===== src/rtl/grey_cap_pkg.sv =====
package grey_cap_pkg;

   localparam int PIX_W = 8;

   typedef logic [PIX_W-1:0] pix_t;
   typedef logic [PIX_W:0]   pair_t;

   // mean of two horizontal pair sums, truncated
   function automatic pix_t cell_mean(pair_t upper, pair_t lower);
      logic [PIX_W+1:0] total;
      total = {1'b0, upper} + {1'b0, lower};
      return total[PIX_W+1:2];
   endfunction

endpackage


===== src/rtl/grey_cap_timing.sv =====
module grey_cap_timing (
   input  logic clk,
   input  logic rst_n,
   input  logic vsync,
   input  logic href,
   output logic frame_start,
   output logic line_end,
   output logic col_odd,
   output logic row_odd
);

   logic vs_q;
   logic hr_q;

   assign frame_start = vsync & ~vs_q;
   assign line_end    = hr_q & ~href;

   always_ff @(posedge clk or negedge rst_n) begin
      if (!rst_n) begin
         vs_q    <= 1'b0;
         hr_q    <= 1'b0;
         col_odd <= 1'b0;
         row_odd <= 1'b0;
      end else begin
         vs_q <= vsync;
         hr_q <= href;
         if (href) col_odd <= ~col_odd;
         else      col_odd <= 1'b0;
         if (frame_start)   row_odd <= 1'b0;
         else if (line_end) row_odd <= ~row_odd;
      end
   end

endmodule


===== src/rtl/grey_cap_axis.sv =====
module grey_cap_axis #(
   parameter int QN    = 320,
   parameter int N_HI  = 200,
   parameter int IDX_W = $clog2(N_HI + 1),
   parameter int ACC_W = $clog2(QN * N_HI + N_HI + 1) + 1
) (
   input  logic             clk,
   input  logic             rst_n,
   input  logic             clr,
   input  logic             step,
   input  logic             half,
   output logic             sel,
   output logic [IDX_W-1:0] idx
);

   localparam logic [ACC_W-1:0] QN_V   = ACC_W'(QN);
   localparam logic [ACC_W-1:0] FULL_V = ACC_W'(N_HI);
   localparam logic [ACC_W-1:0] HALF_V = ACC_W'(N_HI / 2);

   logic [ACC_W-1:0] nmax;
   logic [ACC_W-1:0] target;
   logic [ACC_W-1:0] cell_pos;

   assign nmax = half ? HALF_V : FULL_V;
   assign sel  = (ACC_W'(idx) < nmax) && (target < cell_pos + nmax);

   always_ff @(posedge clk or negedge rst_n) begin
      if (!rst_n) begin
         target   <= '0;
         cell_pos <= '0;
         idx      <= '0;
      end else if (clr) begin
         target   <= '0;
         cell_pos <= '0;
         idx      <= '0;
      end else if (step) begin
         cell_pos <= cell_pos + nmax;
         if (sel) begin
            target <= target + QN_V;
            idx    <= idx + 1'b1;
         end
      end
   end

endmodule


===== src/rtl/grey_cap_cell.sv =====
module grey_cap_cell
   import grey_cap_pkg::*;
#(
   parameter int OW_HI = 200,
   parameter int XI_W  = $clog2(OW_HI + 1)
) (
   input  logic            clk,
   input  pix_t            pix,
   input  logic            valid,
   input  logic            col_odd,
   input  logic            row_odd,
   input  logic            hsel,
   input  logic            vsel,
   input  logic [XI_W-1:0] xi,
   output logic            wr_req,
   output pix_t            grey
);

   pix_t  held;
   pair_t pair_sum;
   pair_t upper [OW_HI];
   logic  keep;

   assign pair_sum = {1'b0, held} + {1'b0, pix};
   assign keep     = valid & col_odd & hsel & vsel;
   assign wr_req   = keep & row_odd;
   assign grey     = cell_mean(upper[xi], pair_sum);

   always_ff @(posedge clk) begin
      if (valid && !col_odd) held <= pix;
      if (keep && !row_odd)  upper[xi] <= pair_sum;
   end

endmodule


===== src/rtl/grey_cap.sv =====
module grey_cap
   import grey_cap_pkg::*;
#(
   parameter int SRC_W = 640,
   parameter int SRC_H = 480,
   parameter int OW_HI = 200,
   parameter int OH_HI = 160,
   parameter int ADDR_W = $clog2(OW_HI * OH_HI)
) (
   input  logic              clk,
   input  logic              rst_n,
   input  logic              cam_vsync,
   input  logic              cam_href,
   input  logic [7:0]        cam_pix,
   input  logic              cfg_half,
   input  logic [ADDR_W-1:0] rd_addr,
   output logic              fb_we,
   output logic [ADDR_W:0]   fb_waddr,
   output logic [7:0]        fb_wdata,
   output logic [ADDR_W:0]   fb_raddr,
   output logic              frm_ready,
   output logic              frm_half
);

   localparam int QW     = SRC_W / 2;
   localparam int QH     = SRC_H / 2;
   localparam int XI_W   = $clog2(OW_HI + 1);
   localparam int YI_W   = $clog2(OH_HI + 1);
   localparam int XACC_W = $clog2(QW * OW_HI + OW_HI + 1) + 1;
   localparam int YACC_W = $clog2(QH * OH_HI + OH_HI + 1) + 1;
   localparam logic [ADDR_W-1:0] ROW_FULL = ADDR_W'(OW_HI);
   localparam logic [ADDR_W-1:0] ROW_HALF = ADDR_W'(OW_HI / 2);

   // elaboration-time parameter checks
   if (SRC_W % 2 != 0 || SRC_H % 2 != 0) begin : g_bad_src
      $error("grey_cap: source size must be even in both axes");
   end
   if (OW_HI % 2 != 0 || OH_HI % 2 != 0) begin : g_bad_out
      $error("grey_cap: full output size must be even in both axes");
   end
   if (OW_HI > QW || OH_HI > QH) begin : g_bad_ratio
      $error("grey_cap: output may not exceed the mosaic cell grid");
   end
   if (ADDR_W < $clog2(OW_HI * OH_HI)) begin : g_bad_addr
      $error("grey_cap: address too narrow for one bank");
   end

   logic              frame_start;
   logic              line_end;
   logic              col_odd;
   logic              row_odd;
   logic              hsel;
   logic              vsel;
   logic [XI_W-1:0]   xi;
   logic [YI_W-1:0]   yi;
   logic              wr_req;
   pix_t              grey;

   logic              cur_half;
   logic              started;
   logic              wr_bank;
   logic              rd_bank;
   logic [ADDR_W-1:0] row_base;

   grey_cap_timing u_timing (
      .clk         (clk),
      .rst_n       (rst_n),
      .vsync       (cam_vsync),
      .href        (cam_href),
      .frame_start (frame_start),
      .line_end    (line_end),
      .col_odd     (col_odd),
      .row_odd     (row_odd)
   );

   grey_cap_axis #(
      .QN    (QW),
      .N_HI  (OW_HI),
      .IDX_W (XI_W),
      .ACC_W (XACC_W)
   ) u_xaxis (
      .clk   (clk),
      .rst_n (rst_n),
      .clr   (~cam_href),
      .step  (cam_href & col_odd),
      .half  (cur_half),
      .sel   (hsel),
      .idx   (xi)
   );

   grey_cap_axis #(
      .QN    (QH),
      .N_HI  (OH_HI),
      .IDX_W (YI_W),
      .ACC_W (YACC_W)
   ) u_yaxis (
      .clk   (clk),
      .rst_n (rst_n),
      .clr   (frame_start),
      .step  (line_end & row_odd),
      .half  (cur_half),
      .sel   (vsel),
      .idx   (yi)
   );

   grey_cap_cell #(
      .OW_HI (OW_HI),
      .XI_W  (XI_W)
   ) u_cell (
      .clk     (clk),
      .pix     (cam_pix),
      .valid   (cam_href),
      .col_odd (col_odd),
      .row_odd (row_odd),
      .hsel    (hsel),
      .vsel    (vsel),
      .xi      (xi),
      .wr_req  (wr_req),
      .grey    (grey)
   );

   // bank and mode bookkeeping at frame boundaries
   always_ff @(posedge clk or negedge rst_n) begin
      if (!rst_n) begin
         cur_half  <= 1'b0;
         started   <= 1'b0;
         wr_bank   <= 1'b0;
         rd_bank   <= 1'b0;
         frm_ready <= 1'b0;
         frm_half  <= 1'b0;
         row_base  <= '0;
      end else if (frame_start) begin
         cur_half <= cfg_half;
         started  <= 1'b1;
         row_base <= '0;
         if (started) begin
            rd_bank   <= wr_bank;
            wr_bank   <= ~wr_bank;
            frm_ready <= 1'b1;
            frm_half  <= cur_half;
         end
      end else if (line_end && row_odd && vsel) begin
         row_base <= row_base + (cur_half ? ROW_HALF : ROW_FULL);
      end
   end

   // registered write port
   always_ff @(posedge clk or negedge rst_n) begin
      if (!rst_n) begin
         fb_we    <= 1'b0;
         fb_waddr <= '0;
         fb_wdata <= '0;
      end else begin
         fb_we    <= wr_req;
         fb_waddr <= {wr_bank, row_base + ADDR_W'(xi)};
         fb_wdata <= grey;
      end
   end

   assign fb_raddr = {rd_bank, rd_addr};

   logic unused_yi;
   assign unused_yi = ^yi;

endmodule


===== config.mk =====
export PLATFORM = sky130hd
export DESIGN_NAME = grey_cap
export DESIGN_NICKNAME = d
export VERILOG_FILES = /design/src/rtl/grey_cap_pkg.sv /design/src/rtl/grey_cap_timing.sv /design/src/rtl/grey_cap_axis.sv /design/src/rtl/grey_cap_cell.sv /design/src/rtl/grey_cap.sv
export SDC_FILE = /design/constraint.sdc
export NUM_CORES = 2
export LEC_CHECK = 0
export BUFFER_PORTS_ARGS = -buffer_cell sky130_fd_sc_hd__buf_4
export CAP_MARGIN = 20
export CORE_ASPECT_RATIO = 0.7
export CORE_MARGIN = 2
export CORE_UTILIZATION = 55
export CTS_BUF_LIST = sky130_fd_sc_hd__clkbuf_16
export DETAILED_ROUTE_END_ITERATION = 8
export GPL_ROUTABILITY_DRIVEN = 0
export PLACE_DENSITY = 0.71
export SYNTH_ARGS = -nofsm -noshare
export SYNTH_HDL_FRONTEND = slang
export SYNTH_SLANG_ARGS = --single-unit

===== constraint.sdc =====
create_clock -name clk -period 15.65 [get_ports clk]
set_clock_uncertainty 0.2 [all_clocks]
set_input_delay 0.7825 -clock clk [delete_from_list [all_inputs] [get_ports clk]]
set_output_delay 0.7825 -clock clk [all_outputs]
set_load 0.1 [all_outputs]

After elaboration in Yosys (flattened, before gate mapping)

Memories as Yosys holds them, arrays and structs flattened.
Cells that the tools add are included.

Flip-flop bits (word level): 142
Latch bits: 0
RAM bits: 1800
Bits in read-only memories: 0
Output and inout bits: 43
Memories: 1

Memory list:

| name         | words | width | read ports | clocked after Yosys merged registers in | write ports | RTL line            | source |
|---|---|---|---|---|---|---|---|
| u_cell.upper | 200   | 9     | 1          | 0                                       | 1           | grey_cap_cell.sv:21 | `pair_t upper [OW_HI];` |

$add $sub $neg: 10
Multiply operators: 0
Divide/modulo/power cells: 0
$lt $le $gt $ge: 4
Equality and inequality tests: 2
Shift-type cells: 0
Muxes and demuxes: 26
Bitwise logic cells: 12
Reduce and logical (&&, ||, !) cells: 15

Operators with widths:

| cell                                                            | count |
|---|---|
| 17-bit 2-to-1 mux                                               | 10 |
| 8-bit 2-to-1 mux                                                | 9 |
| 17-bit adder                                                    | 2 |
| 17-bit less-than comparator                                     | 2 |
| 8-bit by 17-bit less-than comparator with 1-bit output          | 2 |
| 15-bit by 8-bit adder with 15-bit output                        | 2 |
| 15-bit 2-to-1 mux                                               | 2 |
| 17-bit by 8-bit adder with 17-bit output, second input constant | 1 |
| 17-bit by 9-bit adder with 17-bit output, second input constant | 1 |
| 8-bit by 1-bit adder with 8-bit output, second input constant   | 2 |
| 9-bit by 9-bit adder with 10-bit output                         | 1 |
| 8-bit by 8-bit adder with 9-bit output                          | 1 |
| 2-bit nonzero test                                              | 4 |
| 1-bit bitwise AND                                               | 7 |
| 1-bit logical AND                                               | 6 |
| 2-bit AND reduction                                             | 3 |
| 1-bit 2-to-1 mux                                                | 5 |
| 1-bit inverter                                                  | 5 |
| 2-bit by 1-bit != test with 1-bit output, second input constant | 2 |
| 1-bit logical NOT                                               | 2 |

Longest topological paths before layout

Depth in word-level cells: 9
Gate-level depth with buffers: 23
Depth with buffers taken out: 19

Hierarchy

From an unflattened synthesis, not the netlist that was laid out.

Cells, all modules: 3774
Area total of the unflattened synthesis: 77292.9 µm²

Modules (own cells, without submodules):

| module                   | instances | cells an instance | area an instance (µm²) |
|---|---|---|---|
| grey_cap_cell            | 1         | 3070              | 70353.7 |
| grey_cap_axis at u_xaxis | 1         | 259               | 2397.3 |
| grey_cap_axis at u_yaxis | 1         | 250               | 2290.9 |
| grey_cap                 | 1         | 186               | 2112.0 |
| grey_cap_timing          | 1         | 9                 | 138.9 |

Worst setup path after synthesis

OpenSTA, ideal clock, no wires.

Path type: input to register
Start point: input port cam_pix[0]
End point: register fb_wdata[6]
Library setup time: 0.139 ns
Arrival time: 8.809 ns
Path slack: 6.502 ns
Cell stages on the path: 10
Path buffers: 0
Cell sequence: ha_1 -> inv_1 -> fa_1 -> xnor2_1 -> ha_1 -> o2111ai_1 -> a21boi_1 -> a21oi_2 -> mux2i_1 -> o2111ai_1

Word-level cells in the longest chain between the ends: 2

Ends and longest elaborated chain:

| element                                 | RTL line            | source |
|---|---|---|
| from (decl)                             | grey_cap.sv:14      | `input logic [7:0] cam_pix,` |
| 8-bit by 8-bit adder with 9-bit output  | grey_cap_cell.sv:24 | `assign pair_sum = {1'b0, held} + {1'b0, pix};` |
| net u_cell.pair_sum[2]                  | grey_cap_cell.sv:20 | `pair_t pair_sum;` |
| 9-bit by 9-bit adder with 10-bit output | grey_cap_pkg.sv:11  | `total = {1'b0, upper} + {1'b0, lower};` |
| net grey[6]                             | grey_cap.sv:57      | `pix_t grey;` |
| to (signal assigned)                    | grey_cap.sv:156     | `fb_wdata <= grey;` |
| to (decl)                               | grey_cap.sv:19      | `output logic [7:0] fb_wdata,` |

The timed path passes the listed nets, and every way through them passes these cells.
A chain may end at the register's enable or synchronous reset.

Worst setup path in the final report

Start point: register u_xaxis.idx[0]
End point: register fb_wdata[6]

Word-level cells in the longest chain between the ends: 2

Ends and longest elaborated chain:

| element                                 | RTL line            | source |
|---|---|---|
| from (decl)                             | grey_cap_axis.sv:13 | `output logic [IDX_W-1:0] idx` |
| from (signal assigned)                  | grey_cap_axis.sv:40 | `idx <= idx + 1'b1;` |
| memory 200 x 9 bit                      | -                   |  |
| 9-bit by 9-bit adder with 10-bit output | grey_cap_pkg.sv:11  |  |
| net grey[6]                             | grey_cap.sv:57      |  |

The timed path passes the listed nets, and every way through them passes these cells.

==> implementation parameters <==
Parameter                              Value

Status
  Outcome    complete, no violations

GRT
  Number of global-route vias before repair    37100
  Global-route usage over all layers    27.8%
  Global-route wire length before repair    283000 um
  Largest net degree at the start of global routing    155
  Number of antenna violations at the first check in global routing    7
  GRT overflow    0

Synthesis
  Flop and latch count out of synthesis    1924
  Cell area after technology mapping    77300 sq um
  Cell accounting for the most synthesized area    sky130_fd_sc_hd__edfxtp_1
  Netlist cell types    71
  Top area cells in the synthesized netlist    sky130_fd_sc_hd__edfxtp_1 70%, sky130_fd_sc_hd__mux4_2 16%, sky130_fd_sc_hd__dfrtp_1 3.8%, sky130_fd_sc_hd__nor2_1 1.2%, sky130_fd_sc_hd__ha_1 1.1%
  Share of the yosys chip area belonging to registers    74.0%
  Gate Count Post-Synth    3716
  Fraction of synthesized cell area taken by the top area cell type    70.3%
  Net count after synthesis    3819
  Post-synth EDFFs    1808
  Synthesis Warnings    0
  Main flop type after synthesis    sky130_fd_sc_hd__edfxtp_1
  Syn Area/Cell    20.8 sq um
  Share of async-settable or async-resettable flops after synthesis    6.03%

Floorplanning
  Die outline width    452 um
  Floorplan core area    140000 sq um
  Die ar.    144000 sq um
  Std cell rows    115
  I/O pin total    71
  Vertical extent of the die    318 um
  Effective utilization at floorplan    55.2%

Clocking
  CTS hold repair buffers    10
  Buffer count from post-CTS setup fixing    0
  Maximum root-to-sink buffer count    3
  CTS clock-pin slew for the worst setup and hold paths    0.07 ns
  TritonCTS clock tree    done
  Source-to-sink clock delay at the later pin of the worst-skew pair    0.81 ns
  Root Buffer    sky130_fd_sc_hd__clkbuf_16
  Clock buffers created by TritonCTS    171
  Post-cts gate resize count    0
  Sinks on Clock Net    1924
  H-tree levels    4

Power
  Power per unit of standard cell area    141 nW/um^2
  Switching pwr    3.08 mW
  Net switching fraction of the power    25.5%
  Internal Pwr Total    8.99 mW
  Combinational fraction of design power    14.2%
  Share of power burned in registers    49.3%
  IR Drop Worst-Case VDD    0.000119 V
  Clock share of power    36.5%
  Leakage power total    26.8 nW

Layout
  Count of fill cells added during filler insertion    9455
  Nets    3906
  Fraction of layout cells with a size suffix above 1    26.8%
  Most common cell after layout, fill and taps aside    sky130_fd_sc_hd__edfxtp_1
  Post-route standard cell area excluding fillers    85800 sq um
  Final Util    61.3%
  Layout-stage area growth over the synthesis result    11.0%
  Highest-count cells in the layout ignoring fill and taps    1808 x sky130_fd_sc_hd__edfxtp_1, 536 x sky130_fd_sc_hd__mux4_2, 240 x sky130_fd_sc_hd__nor2_1, 179 x sky130_fd_sc_hd__clkbuf_16, 122 x sky130_fd_sc_hd__buf_4

Critical path
  Kind of end point of the critical path    flop
  Worst Path Class, Setup    reg -> reg
  Kind of start point of the critical path    flop
  Signal arrival time at the worst endpoint    7.91 ns
  Maximum fanout count along the critical path    38
  CP required    16.12 ns

STA
  Relative slew slack    16.1%
  Post-Route Hold Slack    0.0531 ns
  Setup repair after global routing missed its margin    no
  Slew @ Worst Pin    1.26 ns
  Fin. max-slew vios    0
  Total setup violations reported at the end of the flow    0
  Minimum clock period    7.44 ns
  Fin. Hold Viols    0
  Share of the cycle needed by the critical path after routing    47.6%
  Highest attainable clock frequency    134 MHz
  Post-Route Setup TNS    0 ns

Placed design
  Final HPWL DP    117000 um
  Area of placed instances    79700 sq um
  Quantity of I/O buffers inserted on ports    40

Detailed routing
  Remaining antenna violation count    0
  WL/cell    33.7 um
  Detailed Route WL    196000 um
  Remaining design rule violation count    0
  Count of TritonRoute iterations in the first routing pass    8
  Initial DRC count    6269
  Vias after detailed routing    39000
  Detail-routed via count per cell    6.70

Worst hold path
  Hold Path Class    in -> reg

Flow run
  Max-cap violation count    0
## layer usage
| metal | wire (um) | vias to the layer above | GRT usage [%] |
|---|---|---|---|
| met3 | 27100 | 310 | 8.20 |
| met5 | 21 | - | 0 |
| li1 | - | 15400 | - |
| met4 | 5490 | 4 | 8.35 |
| met1 | 81800 | 20400 | 44.9 |
| met2 | 82000 | 2842 | 36.5 |
## worst paths after layout
path / end / startpoint / slack, ns / cells past startpoint
max: fb_wdata[6]$_DFF_PN0_ / u_xaxis.idx[0]$_DFFE_PN0P_ / 8.21 / 18
min: cur_half$_DFFE_PN0P_ / cfg_half / 0.05 / 3
max reg2reg: fb_wdata[6]$_DFF_PN0_ / u_xaxis.idx[0]$_DFFE_PN0P_ / 8.21 / 18
min reg2reg: fb_waddr[15]$_DFF_PN0_ / wr_bank$_DFFE_PN0P_ / 0.23 / 0
max in group asynchronous: u_xaxis.idx[2]$_DFFE_PN0P_ / rst_n / 13.55 / 3
min in group asynchronous: fb_waddr[1]$_DFF_PN0_ / rst_n / 0.31 / 2
## cell type report
class | count | area (sq um) | area share [%]
well taps | 1872 | 2340 | 2.73
diodes | 2 | 5.00 | 0.00583
clock buffers | 179 | 4480 | 5.22
clock inverters | 140 | 1390 | 1.62
repair buffers | 146 | 1270 | 1.49
flip-flops and latches | 1924 | 57200 | 66.7
inverters | 28 | 110 | 0.128
multi-input cells | 1532 | 19000 | 22.1
## critical path: stages, from the launching register on
cell	delay [ns]
sky130_fd_sc_hd__dfrtp_4	0.91
sky130_fd_sc_hd__buf_4	0.70
sky130_fd_sc_hd__buf_4	0.66
sky130_fd_sc_hd__buf_4	0.58
sky130_fd_sc_hd__mux4_2	0.59
sky130_fd_sc_hd__mux4_2	0.50
sky130_fd_sc_hd__a31oi_1	0.35
sky130_fd_sc_hd__o21ai_0	0.15
sky130_fd_sc_hd__or4_1	0.43
sky130_fd_sc_hd__ha_1	0.30
sky130_fd_sc_hd__a21oi_1	0.18
sky130_fd_sc_hd__nand2b_1	0.13
sky130_fd_sc_hd__a41oi_1	0.05
sky130_fd_sc_hd__or4_1	0.54
sky130_fd_sc_hd__o2111ai_1	0.16
sky130_fd_sc_hd__a21boi_1	0.14
sky130_fd_sc_hd__a21oi_2	0.24
sky130_fd_sc_hd__mux2i_1	0.23
sky130_fd_sc_hd__o2111ai_1	0.13
## per-stage QoR
step | total power [mW] | setup WS [ns] | instances
finish | 12.1 | 8.21 | 5823
global route | 12.4 | 7.70 | 5822
CTS | 12.1 | 8.19 | 5812
detailed placement | 7.77 | 8.26 | 5483
global placement | 7.75 | 8.28 | 5478
floorplan | 7.26 | 6.50 | 3716
## cell families (layout without fill, tap and decap cells)
kind of cell / Yosys count / in the layout / share of synthesized area, %
muxes: 617 / 617 / 16.7
adders and majority gates: 75 / 75 / 1.25
DFF: 1924 / 1924 / 74.0
other: 0 / 2 / 0
xor gates and xnor gates: 99 / 99 / 1.12
AOI/OAI and AO/OA: 186 / 186 / 1.71
and+or+nand+nor: 555 / 555 / 3.41
buffers and inverters: 260 / 493 / 1.80
## registers in the layout, summed over array words and instances, names as in the netlist, 8 cells and up
| register | count |
|---|---|
| u_xaxis.target | 11 |
| u_yaxis.idx | 8 |
| u_xaxis.cell_pos | 15 |
| fb_waddr | 16 |
| row_base | 13 |
| u_cell.upper | 1800 |
| u_cell.held | 8 |
| u_xaxis.idx | 8 |
| u_yaxis.cell_pos | 13 |
| u_yaxis.target | 13 |
| fb_wdata | 8 |
## power groups by stage
stage,combinational (mW),clock [mW],sequential [mW]
after floorplan,1.03,0,6.22
after global placement,1.69,0,6.06
after detailed placement,1.71,0,6.06
after CTS,1.72,4.44,5.95
after global routing,1.80,4.63,5.95
final,1.71,4.40,5.95
## cells in the mapped netlist (all sizes together), types with 6 or more instances
cell / count
a2111oi: 6
a211oi: 13
a21o: 14
a21oi: 38
a22oi: 22
a31o: 6
and2: 6
and3: 19
buf: 127
clkbuf: 105
dfrtp: 116
edfxtp: 1808
ha: 71
inv: 27
mux2: 13
mux2i: 68
mux4: 536
nand2: 90
nand2b: 15
nand3: 27
nand4: 21
nor2: 281
nor2b: 22
nor3: 15
nor4: 26
o21a: 13
o21ai: 23
or4: 14
xnor2: 42
xor2: 57
Note: power is estimated with default switching activity, not from simulation.
